--- config.mk ---
export PLATFORM = sky130hd
export DESIGN_NAME = vnu_core
export DESIGN_NICKNAME = d
export VERILOG_FILES = /design/src/rtl/vnu_pkg.sv /design/src/rtl/vnu_sm2tc.sv /design/src/rtl/vnu_mag_xform.sv /design/src/rtl/vnu_edge_out.sv /design/src/rtl/vnu_core.sv
export SDC_FILE = /design/constraint.sdc
export NUM_CORES = 1
export LEC_CHECK = 0
export ABC_AREA = 1
export BUFFER_PORTS_ARGS = -buffer_cell sky130_fd_sc_hd__buf_2
export CORE_UTILIZATION = 50
export CTS_CLUSTER_DIAMETER = 80
export DETAILED_ROUTE_END_ITERATION = 8
export PLACE_DENSITY = 0.78
export REMOVE_ABC_BUFFERS = 1
export SYNTH_ARGS = -nofsm -noshare
export SYNTH_HDL_FRONTEND = slang
export SYNTH_SLANG_ARGS = --single-unit
--- constraint.sdc ---
create_clock -name clk -period 7.6 [get_ports clk]
set_input_delay 0.38 -clock clk [delete_from_list [all_inputs] [get_ports clk]]
set_output_delay 0.38 -clock clk [all_outputs]
set_load 0.005 [all_outputs]
--- src/rtl/vnu_pkg.sv ---
// Package: vnu_pkg
// Shared elaboration-time helpers for the variable node processor.
// Assumes the real-valued math functions are evaluated only while parameters
// are resolved; no hardware is built from real arithmetic.
package vnu_pkg;

    // Quantised value of ln((1+e^-x)/(1-e^-x)) for x = q*step, rounded to the nearest level
    function automatic int xform_level(input int q, input real step, input int qmax);
        real x;
        real ex;
        real y;
        int  r;
        if (q == 0) begin
            return qmax;
        end
        x  = q * step;
        ex = $exp(-x);
        y  = $ln((1.0 + ex) / (1.0 - ex)) / step;
        r  = $rtoi(y + 0.5);
        if (r > qmax) begin
            r = qmax;
        end
        if (r < 0) begin
            r = 0;
        end
        return r;
    endfunction

endpackage

--- src/rtl/vnu_sm2tc.sv ---
// Module: vnu_sm2tc
// Converts one sign-magnitude message into a wider two's-complement value.
// Assumes the sign sits in the top bit. A negative zero converts to zero.
module vnu_sm2tc #(
    parameter int MW = 5,
    parameter int SW = 7
) (
    input  logic [MW-1:0]        sm_in,
    output logic signed [SW-1:0] tc_out
);
    localparam int MAGW = MW - 1;

    logic signed [SW-1:0] mag_ext;

    // Zero-extend the magnitude and apply the sign
    always_comb begin
        mag_ext = $signed({{(SW-MAGW){1'b0}}, sm_in[MAGW-1:0]});
        tc_out  = sm_in[MW-1] ? -mag_ext : mag_ext;
    end

endmodule

--- src/rtl/vnu_mag_xform.sv ---
// Module: vnu_mag_xform
// Log-domain magnitude transform implemented as a small table that is computed
// at elaboration from the quantisation step.
// Assumes the input is an already clamped magnitude of MAGW bits.
module vnu_mag_xform #(
    parameter int  MAGW = 4,
    parameter real STEP = 0.5
) (
    input  logic [MAGW-1:0] mag_in,
    output logic [MAGW-1:0] mag_out
);
    localparam int LEVELS = 2 ** MAGW;

    logic [MAGW-1:0] lut [LEVELS];

    // One table entry per quantised input level
    for (genvar q = 0; q < LEVELS; q++) begin : g_lut
        localparam int LV = vnu_pkg::xform_level(q, STEP, LEVELS - 1);
        assign lut[q] = MAGW'(LV);
    end

    assign mag_out = lut[mag_in];

endmodule

--- src/rtl/vnu_edge_out.sv ---
// Module: vnu_edge_out
// Turns one per-edge two's-complement sum into an outgoing sign-magnitude message.
// The sum is clamped to the message range, its sign is kept with zero counted as
// positive, and its magnitude is transformed.
// Assumes SW is wide enough to hold the unclamped sum.
module vnu_edge_out #(
    parameter int  MW   = 5,
    parameter int  SW   = 7,
    parameter real STEP = 0.5
) (
    input  logic signed [SW-1:0] edge_sum,
    output logic [MW-1:0]        msg_out
);
    localparam int MAGW = MW - 1;
    localparam logic signed [SW-1:0] POS_LIM = SW'((2 ** MAGW) - 1);
    localparam logic signed [SW-1:0] NEG_LIM = -POS_LIM;

    logic signed [SW-1:0] sat_sum;
    logic                 neg;
    logic [MAGW-1:0]      mag_clamped;
    logic [MAGW-1:0]      mag_xf;

    // Clamp the sum into the representable magnitude range
    always_comb begin
        if (edge_sum > POS_LIM) begin
            sat_sum = POS_LIM;
        end else if (edge_sum < NEG_LIM) begin
            sat_sum = NEG_LIM;
        end else begin
            sat_sum = edge_sum;
        end
    end

    // Split the clamped value into sign and magnitude
    always_comb begin
        neg         = sat_sum[SW-1];
        mag_clamped = MAGW'(neg ? -sat_sum : sat_sum);
    end

    vnu_mag_xform #(
        .MAGW (MAGW),
        .STEP (STEP)
    ) u_xform (
        .mag_in  (mag_clamped),
        .mag_out (mag_xf)
    );

    assign msg_out = {neg, mag_xf};

endmodule

--- src/rtl/vnu_core.sv ---
// Module: vnu_core
// Log-domain variable node processor of degree DEG. It sums the intrinsic and
// all check messages into a posterior, takes the hard decision from the
// posterior, forms each edge's exclusive sum by subtracting that edge's own
// input, and packs {decision, message} words for write-back.
// Assumes sign-magnitude inputs. The output register is present when OUT_REG is 1
// and is cleared by a synchronous active-low reset.
module vnu_core #(
    parameter int  MW      = 5,
    parameter int  DEG     = 3,
    parameter bit  OUT_REG = 1'b1,
    parameter real STEP    = 0.5
) (
    input  logic                  clk,
    input  logic                  rst_n,
    input  logic [MW-1:0]         intr_msg,
    input  logic [DEG*MW-1:0]     c2v_msg,
    output logic [DEG*(MW+1)-1:0] v2c_word
);
    localparam int MAGW = MW - 1;
    localparam int SW   = MAGW + $clog2(DEG + 1) + 1;
    localparam int WW   = MW + 1;

    logic signed [SW-1:0] intr_tc;
    logic signed [SW-1:0] chk_tc   [DEG];
    logic signed [SW-1:0] edge_sum [DEG];
    logic signed [SW-1:0] lambda;
    logic                 hard_dec;
    logic [MW-1:0]        edge_msg [DEG];
    logic [DEG*WW-1:0]    word_d;

    vnu_sm2tc #(
        .MW (MW),
        .SW (SW)
    ) u_intr_cvt (
        .sm_in  (intr_msg),
        .tc_out (intr_tc)
    );

    // One converter per incoming check message
    for (genvar e = 0; e < DEG; e++) begin : g_in
        vnu_sm2tc #(
            .MW (MW),
            .SW (SW)
        ) u_chk_cvt (
            .sm_in  (c2v_msg[e*MW +: MW]),
            .tc_out (chk_tc[e])
        );
    end

    // Posterior sum over the intrinsic and every check message
    always_comb begin
        lambda = intr_tc;
        for (int e = 0; e < DEG; e++) begin
            lambda = lambda + chk_tc[e];
        end
    end

    // Hard decision: zero only for a strictly positive posterior
    assign hard_dec = (lambda <= 0);

    // Per-edge exclusive sum, message transform and word packing
    for (genvar e = 0; e < DEG; e++) begin : g_edge
        assign edge_sum[e] = lambda - chk_tc[e];

        vnu_edge_out #(
            .MW   (MW),
            .SW   (SW),
            .STEP (STEP)
        ) u_edge (
            .edge_sum (edge_sum[e]),
            .msg_out  (edge_msg[e])
        );

        assign word_d[e*WW +: WW] = {hard_dec, edge_msg[e]};
    end

    // Optional output register selected by OUT_REG
    if (OUT_REG) begin : g_reg
        // Capture the packed words, clearing them on reset
        always_ff @(posedge clk) begin
            if (!rst_n) begin
                v2c_word <= '0;
            end else begin
                v2c_word <= word_d;
            end
        end
    end else begin : g_comb
        assign v2c_word = word_d;
    end

endmodule

### Word level (Yosys, flattened, before mapping)

Memory sizes are Yosys's and may differ from the RTL's. A register that Yosys moved wholly into a read port is not among the register bits.
Index checks and enable logic that the tools add are counted.

| cells by class | value |
|---|---|
| add/sub/neg operators | 13 |
| magnitude comparators | 10 |
| muxes and demuxes | 19 |
| bitwise logic cells | 3 |
| reduce and logical (&&, ||, !) cells | 3 |

Operators by type and width:

| cell | number |
|---|---|
| $mux W7 | 10 |
| $mux W4 | 9 |
| $neg A4 Y7 | 4 |
| $add A7 B7 Y7 | 3 |
| $gt A7 B5 Y1 const B | 3 |
| $lt A7 B5 Y1 const B | 3 |
| $sub A7 B7 Y7 | 3 |
| $ge A5 B5 Y1 const B | 3 |
| $not A4 Y5 | 3 |
| $neg A4 Y4 | 3 |
| $le A7 B1 Y1 const B | 1 |
| $logic_not A1 Y1 | 3 |

| word-level totals | value |
|---|---|
| bits in registers | 18 |
| memory bits (read-only) | 192 |
| input bits | 22 |
| output and inout bits | 18 |
| word-level logic and storage cells | 52 |
| memories | 3 |

Memories:

| name | depth | width | rd ports | clocked after Yosys merged registers in | write ports | RTL line | RTL |
|---|---|---|---|---|---|---|---|
| (no name shown) | 16 | 4 | 1 | 1 | 0 | vnu_mag_xform.sv:22 | `assign mag_out = lut[mag_in];` |
| (no name shown) | 16 | 4 | 1 | 1 | 0 | vnu_mag_xform.sv:22 |  |
| (no name shown) | 16 | 4 | 1 | 1 | 0 | vnu_mag_xform.sv:22 |  |

### Longest topological paths before layout

Gate-level depths: netlist of run 1.

| logic depth | value |
|---|---|
| word-level depth | 15 |
| gate-level depth with buffers | 36 |
| depth with buffers taken out | 36 |

### Hierarchy

From an unflattened synthesis of run 1, not the netlist that was laid out.

| unflattened totals | value |
|---|---|
| cells, all modules | 496 |
| area total of the unflattened synthesis | 3054.2 µm² |

By module, submodules not included:

| module | times used | cells each | area each (µm²) | sequential area each (µm²) |
|---|---|---|---|---|
| vnu_core | 1 | 263 | 1911.8 | 320.3 |
| vnu_edge_out | 3 | 35 | 175.2 | 0.0 |
| vnu_sm2tc | 4 | 23 | 113.9 | 0.0 |
| vnu_mag_xform | 3 | 12 | 53.8 | 0.0 |

### Worst setup path after synthesis of run 1

OpenSTA, ideal clock, no wires.

| timing | value |
|---|---|
| kind | in2reg |
| from | input port c2v_msg[0] |
| to | register v2c_word[13] |
| library setup time | 70 ps |
| arrival | 5247 ps |
| data required time | 7530 ps |
| slack | 2283 ps |
| stages on the path | 30 |
| path buffers | 0 |
| cells stage by stage | inv_1 > ha_1 > a21oi_1 > fa_1 > fa_1 > inv_1 > ha_1 > inv_1 > fa_1 > o21ai_0 > xor2_1 > ha_1 > nand2_1 > inv_1 > nand4_1 > o211ai_1 > or2_2 > nand2_1 > nand2_1 > nand2_4 > o21ai_2 > inv_2 > nor2_1 > inv_1 > nand2_1 > ha_1 > nor2_1 > xnor2_1 > nand4_1 > a21oi_1 |

| on the way | value |
|---|---|
| longest elaborated chain between the ends | 12 |
| elaborated cells on any way between the ends | 13 |
| those cells by class | add/sub: 6; order compare: 2; mux: 4; bitwise: 1 |

RTL lines:

| item | RTL line | RTL |
|---|---|---|
| from (decl) | vnu_core.sv:17 | `input logic [DEG*MW-1:0] c2v_msg,` |
| $neg A4 Y7 | vnu_sm2tc.sv:18 | `tc_out = sm_in[MW-1] ? -mag_ext : mag_ext;` |
| $mux W7 (*) | vnu_sm2tc.sv:18 |  |
| $add A7 B7 Y7 (*) (3 in series) | vnu_core.sv:55 | `lambda = lambda + chk_tc[e];` |
| $sub A7 B7 Y7 (*) | vnu_core.sv:64 | `assign edge_sum[e] = lambda - chk_tc[e];` |
| $lt A7 B5 Y1 | vnu_edge_out.sv:27 | `end else if (edge_sum < NEG_LIM) begin` |
| $mux W7 | vnu_edge_out.sv:27 |  |
| $mux W7 (*) | vnu_edge_out.sv:25 | `if (edge_sum > POS_LIM) begin` |
| $neg A4 Y4 | vnu_edge_out.sv:37 | `mag_clamped = MAGW'(neg ? -sat_sum : sat_sum);` |
| $mux W4 (*) | vnu_edge_out.sv:37 |  |
| $not A4 Y5 (implied by the code) (*) | vnu_mag_xform.sv:22 |  |
| to (decl) | vnu_core.sv:18 | `output logic [DEG*(MW+1)-1:0] v2c_word` |

Mark *: on every way between the ends. The rest lies on a longest branch, timed or not.
A chain may end at the register's enable or synchronous reset.

### Final worst setup path of run 1

| timing | value |
|---|---|
| from | input port c2v_msg[5] |
| to | register v2c_word[13] |

| on the way | value |
|---|---|
| longest elaborated chain between the ends | 11 |
| elaborated cells on any way between the ends | 12 |
| those cells by class | add/sub: 5; order compare: 2; mux: 4; bitwise: 1 |

RTL lines:

| item | RTL line |
|---|---|
| $neg A4 Y7 | vnu_sm2tc.sv:18 |
| $mux W7 (*) | vnu_sm2tc.sv:18 |
| $add A7 B7 Y7 (*) (2 in series) | vnu_core.sv:55 |
| $sub A7 B7 Y7 (*) | vnu_core.sv:64 |
| $lt A7 B5 Y1 | vnu_edge_out.sv:27 |
| $mux W7 | vnu_edge_out.sv:27 |
| $mux W7 (*) | vnu_edge_out.sv:25 |
| $neg A4 Y4 | vnu_edge_out.sv:37 |
| $mux W4 (*) | vnu_edge_out.sv:37 |
| $not A4 Y5 (implied by the code) (*) | vnu_mag_xform.sv:22 |

Marked as above.

==> impl_metrics.py, run 1 <==
metrics = {
    "critical_path": {
        "startpoint_type": "input port",
        "crit_path_max_fanout": 4,
        "cpMaxStageDelayCell": "fa_1",
        "cp_top_family": "adder cells",
        "crit_required_ns": 7.78,
        "critPathKind": "input port to flip-flop",
        "critPathMostFrequentCell": "inv_1",
        "worst_ep_arrival_time_ns": 5.88,
        "max_stage_delay_ns": 0.54,
        "path_buf_inv": 7,
        "end_kind": "flip-flop",
    },
    "synth": {
        "synthArstFlopShare_pct": 0,
        "synth_warnings": 0,
        "synthMuxAreaShare_pct": 0,
        "yosysUniqueCellTypes": 39,
        "syn_inst": 430,
        "synth_seq_cells": 13,
        "synthXorXnorAreaFrac_pct": 6.77,
        "synth-simple-area-share_pct": 36.4,
        "synthFlopType": "dfxtp_1",
        "synth_edf_count": 0,
        "synth.avg_cell_area_sq_um": 6.57,
        "synth_compound_area_share_pct": 9.25,
        "synth_fa_ha_area_share_pct": 24.3,
        "syn-cell-area_sq_um": 2830,
        "ys_seq_area_share_pct": 9.21,
        "synth_top_family_by_area": "simple AND/OR/NAND/NOR gates",
    },
    "layout": {
        "final_util_pct": 56.8,
        "largest_register_ffs": 13,
        "drive_gt1_share_pct": 20.2,
        "nets": 535,
        "regMostFlops": "v2c_word",
        "diodes": 0,
        "syn_to_final_growth_pct": 9.96,
        "top_regs": "v2c_word: 13 flops",
    },
    "sta": {
        "fmax_mhz": 175,
        "fin_crit_sh_pct": 75.1,
        "setup_viol": 0,
        "rsz0062_at_grt": "no",
        "slew_viol_final": 0,
        "max_slew.worst_pin.slew_ns": 0.499,
        "hold_viol_final": 0,
        "slew_headroom_pct": 66.7,
        "fin_crit_ns": 5.71,
        "setup_ws_ns": 1.89,
        "setup_tns_ns": 0,
    },
    "placed_design": {
        "dp_hpwl_mm": 5.38,
        "port_buffers": 39,
        "gp_congestion": 0.867,
        "preCtsSetupSlack_ns": 1.68,
    },
    "grt": {
        "grt_overflow": 0,
        "grt_pass1_vias": 2530,
        "grt_max_degree": 9,
        "grt_pass1_wl_mm": 10.5,
        "grt_antenna_before_repair": 0,
        "track_usage_pct": 21.4,
    },
    "flow_run": {
        "maxCapViolations": 0,
    },
    "die": {
        "ios": 40,
        "dieHeight_um": 77.2,
        "row_count": 27,
        "fp.dieArea_sq_um": 5960,
        "initial_core_util_pct": 51.6,
        "core_area_sq_um": 5470,
        "die_w_um": 77.2,
    },
    "detailed_routing": {
        "drtPass1Iterations": 4,
        "drt-wirelength-per-cell_um": 11.2,
        "vias": 2653,
        "drtIter0Drc": 97,
        "drcViolationCount": 0,
        "avgViaCountPerCell": 4.93,
        "drtAntennaViolNets": 0,
        "wirelength_mm": 6.02,
    },
    "clocking": {
        "cts-root-buf": "clkbuf_8",
        "cts_hold_buf": 0,
        "cts_max_path_buffers": 2,
        "postCtsSetupBuffers": 0,
        "cts_tree": "built",
        "cts_buffers": 3,
        "clkSinkCount": 13,
        "path_clk_slew_ns": 0.05,
        "cts_resized": 0,
        "h-tree-depth": 1,
    },
    "status": {
        "status": "finished clean",
    },
    "worst_hold_path": {
        "hold_class": "input port to flip-flop",
    },
}
[metrics by stage]
stage | hold WS (ns) | cells | cell area, sq um
floorplan | 0.478 | 423 | 2780
global placement | 0.694 | 534 | 3060
detailed placement | 0.699 | 534 | 3060
CTS | 0.441 | 538 | 3110
global route | 0.461 | 538 | 3110
finish | 0.444 | 538 | 3110
[tightest hold or removal path, cell delays in order]
cell     delay (ns)
buf_2          0.16
nand2_1        0.08
inv_1          0.03
[cell families after synthesis]
group,Yosys count
fa+ha+maj,46
compound gates,43
flops,13
buf+inv,99
xor+xnor,21
simple gates,208
[cell type report]
| class | instances | area [sq um] |
|---|---|---|
| sequential | 13 | 260 |
| timing repair buffer | 39 | 195 |
| inverter | 92 | 348 |
| multi-input combinational | 318 | 2170 |
| clock buffer | 4 | 45.0 |
| tap | 72 | 90.1 |
| fill | 554 | 2360 |
[metal layers]
layer,part of all wire (%),wire length (um),track usage [%],up-vias
met2,49,2930,39.8,62
met4,1.3,79,6.79,0
met1,45,2720,25.9,1169
met3,4.8,289,1.31,10
met5,0,0,0,-
li1,-,-,-,1412
[cell usage in the layout (no fill, tap or decap), types with 2 or more instances in the layout]
cell type and n:
a21oi_1 18, a21oi_2 2, a31oi_1 3, buf_2 39, clkbuf_8 3, dfxtp_1 13, fa_1 15, ha_1 31
inv_1 85, inv_2 6, nand2_1 100, nand2_2 18, nand2_4 4, nand3_1 31, nand3_2 8, nand3_4 2
nand3b_1 2, nand4_1 7, nor2_1 24, nor3_1 6, o21ai_0 8, o21ai_1 2, o21ai_2 4, xnor2_1 7
xor2_1 13
[path summary, 6_finish.rpt]
kind | start | to | slack (ns) | depth (start not counted)
worst max-delay path | c2v_msg[5] | v2c_word[13]$_SDFF_PN0_ | 1.89 | 31
worst min-delay path | rst_n | v2c_word[11]$_SDFF_PN0_ | 0.44 | 3
[cells in the mapped netlist (2+ instances only)]
master | instances | area [sq um]
nand2_1 | 100 | 375
inv_1 | 85 | 319
ha_1 | 31 | 388
nand3_1 | 31 | 155
nor2_1 | 24 | 90.1
a21oi_1 | 18 | 90.1
nand2_2 | 18 | 113
fa_1 | 15 | 300
dfxtp_1 | 13 | 260
xor2_1 | 13 | 114
nand3_2 | 8 | 80.1
o21ai_0 | 8 | 40.0
nand4_1 | 7 | 43.8
xnor2_1 | 7 | 61.3
buf_4 | 6 | 45.0
inv_2 | 6 | 22.5
nor3_1 | 6 | 30.0
nand2_4 | 4 | 45.0
o21ai_2 | 4 | 35.0
a31oi_1 | 3 | 18.8
a21oi_2 | 2 | 17.5
nand3_4 | 2 | 35.0
nand3b_1 | 2 | 15.0
o21ai_1 | 2 | 10.0
Power of run 1 is not shown: default switching activity piles up to over one toggle a cycle in this logic, so the estimate is an artifact.
==> run 2: changes to the inputs <==
ABC_AREA = 0   (was 1)
PLACE_DENSITY = 0.82   (was 0.78)
clock period = 4.8 ns   (was 7.6 ns; I/O delays follow)
==> run 2 against run 1 <==
Against the previous run:
- the flow now stops in global routing
- synthesized cell count down 25%
- synthesized area down 10%
==> impl_metrics.py, run 2 <==
metrics = {
    "synth": {
        "synth_seq_cells": 13,
        "yosysTopAreaCellShare_pct": 15.3,
        "synth_compound_area_share_pct": 21.3,
        "synthArstFlopShare_pct": 0,
        "ys_seq_area_share_pct": 10.2,
        "synth_warnings": 0,
        "synth_top_cell_by_area": "ha_1",
        "synth_area_leaders": "ha_1 (15%), fa_1 (12%), dfxtp_1 (10%)",
        "synth.avg_cell_area_sq_um": 7.92,
        "syn_inst": 321,
        "synthTopCellsByCount": "inv_1 (52), ha_1 (31), nor2_1 (24), nand2_1 (19), a21oi_1 (18)",
        "syn-cell-area_sq_um": 2540,
        "yosysMostFrequentCell": "inv_1",
        "synth_top_family_by_area": "adder cells",
        "synthFlopType": "dfxtp_1",
        "yosysUniqueCellTypes": 53,
        "synth-simple-area-share_pct": 18.6,
        "synthXorXnorAreaFrac_pct": 11.4,
        "synth_fa_ha_area_share_pct": 27.5,
        "synth_edf_count": 0,
        "synthMuxAreaShare_pct": 1.58,
    },
    "sta": {
        "endpoint_type": "register input",
        "crit_endpoint": "v2c_word[1]$_SDFF_PN0_/D",
    },
    "placed_design": {
        "gp_congestion": 0.819,
        "dp_hpwl_mm": 5.89,
        "placed_cell_area_sq_um": 3520,
        "port_buffers": 39,
    },
    "clocking": {
        "cts_max_path_buffers": 2,
        "h-tree-depth": 1,
        "cts-root-buf": "clkbuf_8",
        "clkSinkCount": 13,
        "cts_buffers": 3,
    },
    "die": {
        "ios": 40,
        "die_w_um": 73.3,
        "row_count": 25,
        "initial_core_util_pct": 52.8,
        "dieHeight_um": 73.3,
    },
    "status": {
        "status": "stopped before the end",
        "tool.error": "[ERROR GRT-0232] Routing congestion too high. Check the congestion heatmap in the GUI.",
        "lastStage": "global routing",
    },
    "grt": {
        "grt_overflow": 41,
        "track_usage_pct": 73.5,
        "grt_max_degree": 9,
    },
}
==> run 2: per-stage QoR <==
step	cells	worst slack, ns	utilization (%)	setup TNS, ns
floorplan	314	-0.734	-	-5.39
global placement	519	-0.691	73.0	-5.39
CTS	537	-0.217	84.4	-1.06
detailed placement	519	-0.885	73.0	-7.19
==> run 2: timing repair <==
item,CTS
pin swaps,54
endpoints found under the setup margin,9
hold buffers,0
resized for setup,79
buffers inserted,16
==> run 2: cells by family after synthesis <==
group,after synthesis
XOR/XNOR,27
buffers and inverters,59
AO/OA/AOI/OAI,78
multiplexers,4
flip-flops,13
AND/OR/NAND/NOR,93
adder cells (fa/ha/maj),47
==> run 2: per-layer routing <==
| metal | track usage (%) | overflow |
|---|---|---|
| met5 | 0 | 0 |
| met1 | 70.9 | 0 |
| met3 | 53.6 | 1 |
| met2 | 93.9 | 32 |
| met4 | 83.8 | 8 |
==> run 3: changes to the inputs <==
CORE_UTILIZATION = 35   (was 50)
CTS_CLUSTER_DIAMETER = default   (was 80)
PLACE_DENSITY = default   (was 0.82)
PLACE_DENSITY_LB_ADDON = 0.15   (was default)
clock period = 6.2 ns   (was 4.8 ns; I/O delays follow)
==> run 3 against run 2 <==
Against the previous run:
- the flow now finishes without violations
- synthesized area stayed put
- synthesized cell count stayed put
==> impl_metrics.py, run 3 <==
metrics = {
    "critical_path": {
        "crit_path_max_fanout": 5,
        "startpoint_type": "input port",
        "end_kind": "flip-flop",
        "worst_ep_arrival_time_ns": 5.91,
        "critPathKind": "input port to flip-flop",
        "max_stage_delay_ns": 0.53,
        "crit_required_ns": 6.35,
        "cpMaxStageDelayCell": "fa_1",
        "path_cells": "buf_2 -> inv_1 -> ha_1 -> mux2i_2 -> fa_1 -> fa_1 -> inv_1 -> ha_1 -> inv_1 -> fa_1 -> inv_1 -> ha_1 -> a21o_1 -> a21oi_1 -> o21bai_1 -> a21oi_1 -> xnor3_1 -> nor2b_1 -> o21a_1 -> ha_1 -> or3_1 -> a31oi_1 -> a21oi_1 -> a211oi_1",
    },
    "grt": {
        "track_usage_pct": 16.0,
        "grt_antenna_before_repair": 0,
        "grt_pass1_vias": 2089,
        "grt_max_degree": 10,
        "grt_overflow": 0,
        "grt_pass1_wl_mm": 9.56,
    },
    "clocking": {
        "cts_max_path_buffers": 2,
        "cts_buffers": 3,
        "postCtsSetupBuffers": 0,
        "h-tree-depth": 1,
        "clkSinkCount": 13,
        "cts-root-buf": "clkbuf_8",
        "cts_hold_buf": 0,
        "cts_tree": "built",
        "path_clk_slew_ns": 0.05,
        "cts_resized": 0,
    },
    "synth": {
        "syn-cell-area_sq_um": 2540,
        "synth_top_cell_by_area": "ha_1",
        "yosysMostFrequentCell": "inv_1",
        "ys_seq_area_share_pct": 10.2,
        "yosysUniqueCellTypes": 53,
        "synth_warnings": 0,
        "synth.avg_cell_area_sq_um": 7.92,
        "syn_inst": 321,
        "synth_seq_cells": 13,
        "synth_edf_count": 0,
        "synth_area_leaders": "ha_1 (15%), fa_1 (12%), dfxtp_1 (10%)",
        "synthTopCellsByCount": "inv_1 (52), ha_1 (31), nor2_1 (24), nand2_1 (19), a21oi_1 (18)",
        "synthArstFlopShare_pct": 0,
        "yosysTopAreaCellShare_pct": 15.3,
        "synthFlopType": "dfxtp_1",
    },
    "layout": {
        "nets": 432,
        "diodes": 0,
        "regMostFlops": "v2c_word",
        "drive_gt1_share_pct": 17.4,
        "largest_register_ffs": 13,
        "final_cell_mix": "inv_1 (52), buf_2 (39), ha_1 (31)",
        "seqCellArea_sq_um": 260,
        "syn_to_final_growth_pct": 14.5,
        "final_common_cell": "inv_1",
        "fillers": 743,
        "multi_input_area_sq_um": 2050,
        "top_regs": "v2c_word: 13 flops",
    },
    "sta": {
        "fin_crit_ns": 5.76,
        "rsz0062_at_grt": "no",
        "slew_viol_final": 0,
        "setup_viol": 0,
        "max_slew.worst_pin.slew_ns": 0.693,
        "slew_headroom_pct": 53.2,
        "setup_tns_ns": 0,
        "fin_crit_sh_pct": 92.9,
        "hold_viol_final": 0,
        "fmax_mhz": 174,
    },
    "detailed_routing": {
        "drcViolationCount": 0,
        "drtAntennaViolNets": 0,
        "drtIter0Drc": 55,
        "wirelength_mm": 5.72,
        "vias": 2247,
        "avgViaCountPerCell": 4.90,
        "drtPass1Iterations": 4,
        "drt-wirelength-per-cell_um": 12.5,
    },
    "die": {
        "fp.dieArea_sq_um": 7610,
        "core_area_sq_um": 6910,
        "die_w_um": 87.2,
        "ios": 40,
        "dieHeight_um": 87.2,
        "initial_core_util_pct": 36.8,
        "row_count": 30,
    },
    "placed_design": {
        "port_buffers": 39,
        "dp_hpwl_mm": 5.07,
        "gp_congestion": 0.751,
    },
    "worst_hold_path": {
        "hold_class": "input port to flip-flop",
    },
    "status": {
        "status": "finished clean",
    },
    "flow_run": {
        "maxCapViolations": 0,
    },
}
## run 3: worst paths after layout
check	startpoint	end	cells after the start
setup / recovery	c2v_msg[5]	v2c_word[0]$_SDFF_PN0_	24
hold / removal	rst_n	v2c_word[11]$_SDFF_PN0_	2
## run 3: layout make-up
cell class,instances,area share [%]
Inverter,52,6.71
Clock buffer,4,1.55
Multi-Input combinational cell,249,70.4
Sequential cell,13,8.95
Timing Repair Buffer,45,8.26
Tap cell,96,4.13
## run 3: through the flow
| step | instance area, sq um | hold slack [ns] | setup slack, ns | std cells | utilization (%) |
|---|---|---|---|---|---|
| after floorplan | 2500 | 0.428 | 0.596 | 314 | - |
| after global placement | 2860 | 0.625 | 0.195 | 455 | 41.4 |
| after detailed placement | 2860 | 0.627 | 0.0954 | 455 | 41.4 |
| after CTS | 2900 | 0.376 | 0.345 | 459 | 42.0 |
| after global routing | 2910 | 0.379 | 0.0238 | 459 | 42.1 |
| final | 2910 | 0.374 | 0.442 | 459 | 42.1 |
## run 3: metal layers
metal	up-vias	GRT usage [%]	share of wire (%)
met5	-	0	0
met4	0	3.28	0.72
met3	5	1.33	2.4
met2	41	28.3	48
met1	1020	21.2	48
li1	1181	-	-
## run 3: worst max-delay path, delay by kind of cell
family	cells	cell delay [ns]
buffers and inverters	5	0.48
adders and majority gates	7	2.62
muxes	1	0.28
xor gates and xnor gates	1	0.27
and+or+nand+nor	2	0.55
AOI/OAI and AO/OA	8	1.42
## run 3: cell families (layout without fill, tap and decap cells)
family	after synthesis	after routing	share of synthesized area (%)
muxes	4	4	1.58
DFF	13	13	10.2
buffers and inverters	59	101	9.45
adders and majority gates	47	47	27.5
AOI/OAI and AO/OA	78	78	21.3
xor gates and xnor gates	27	27	11.4
and+or+nand+nor	93	93	18.6
Power of run 3 is left out for the same reason.
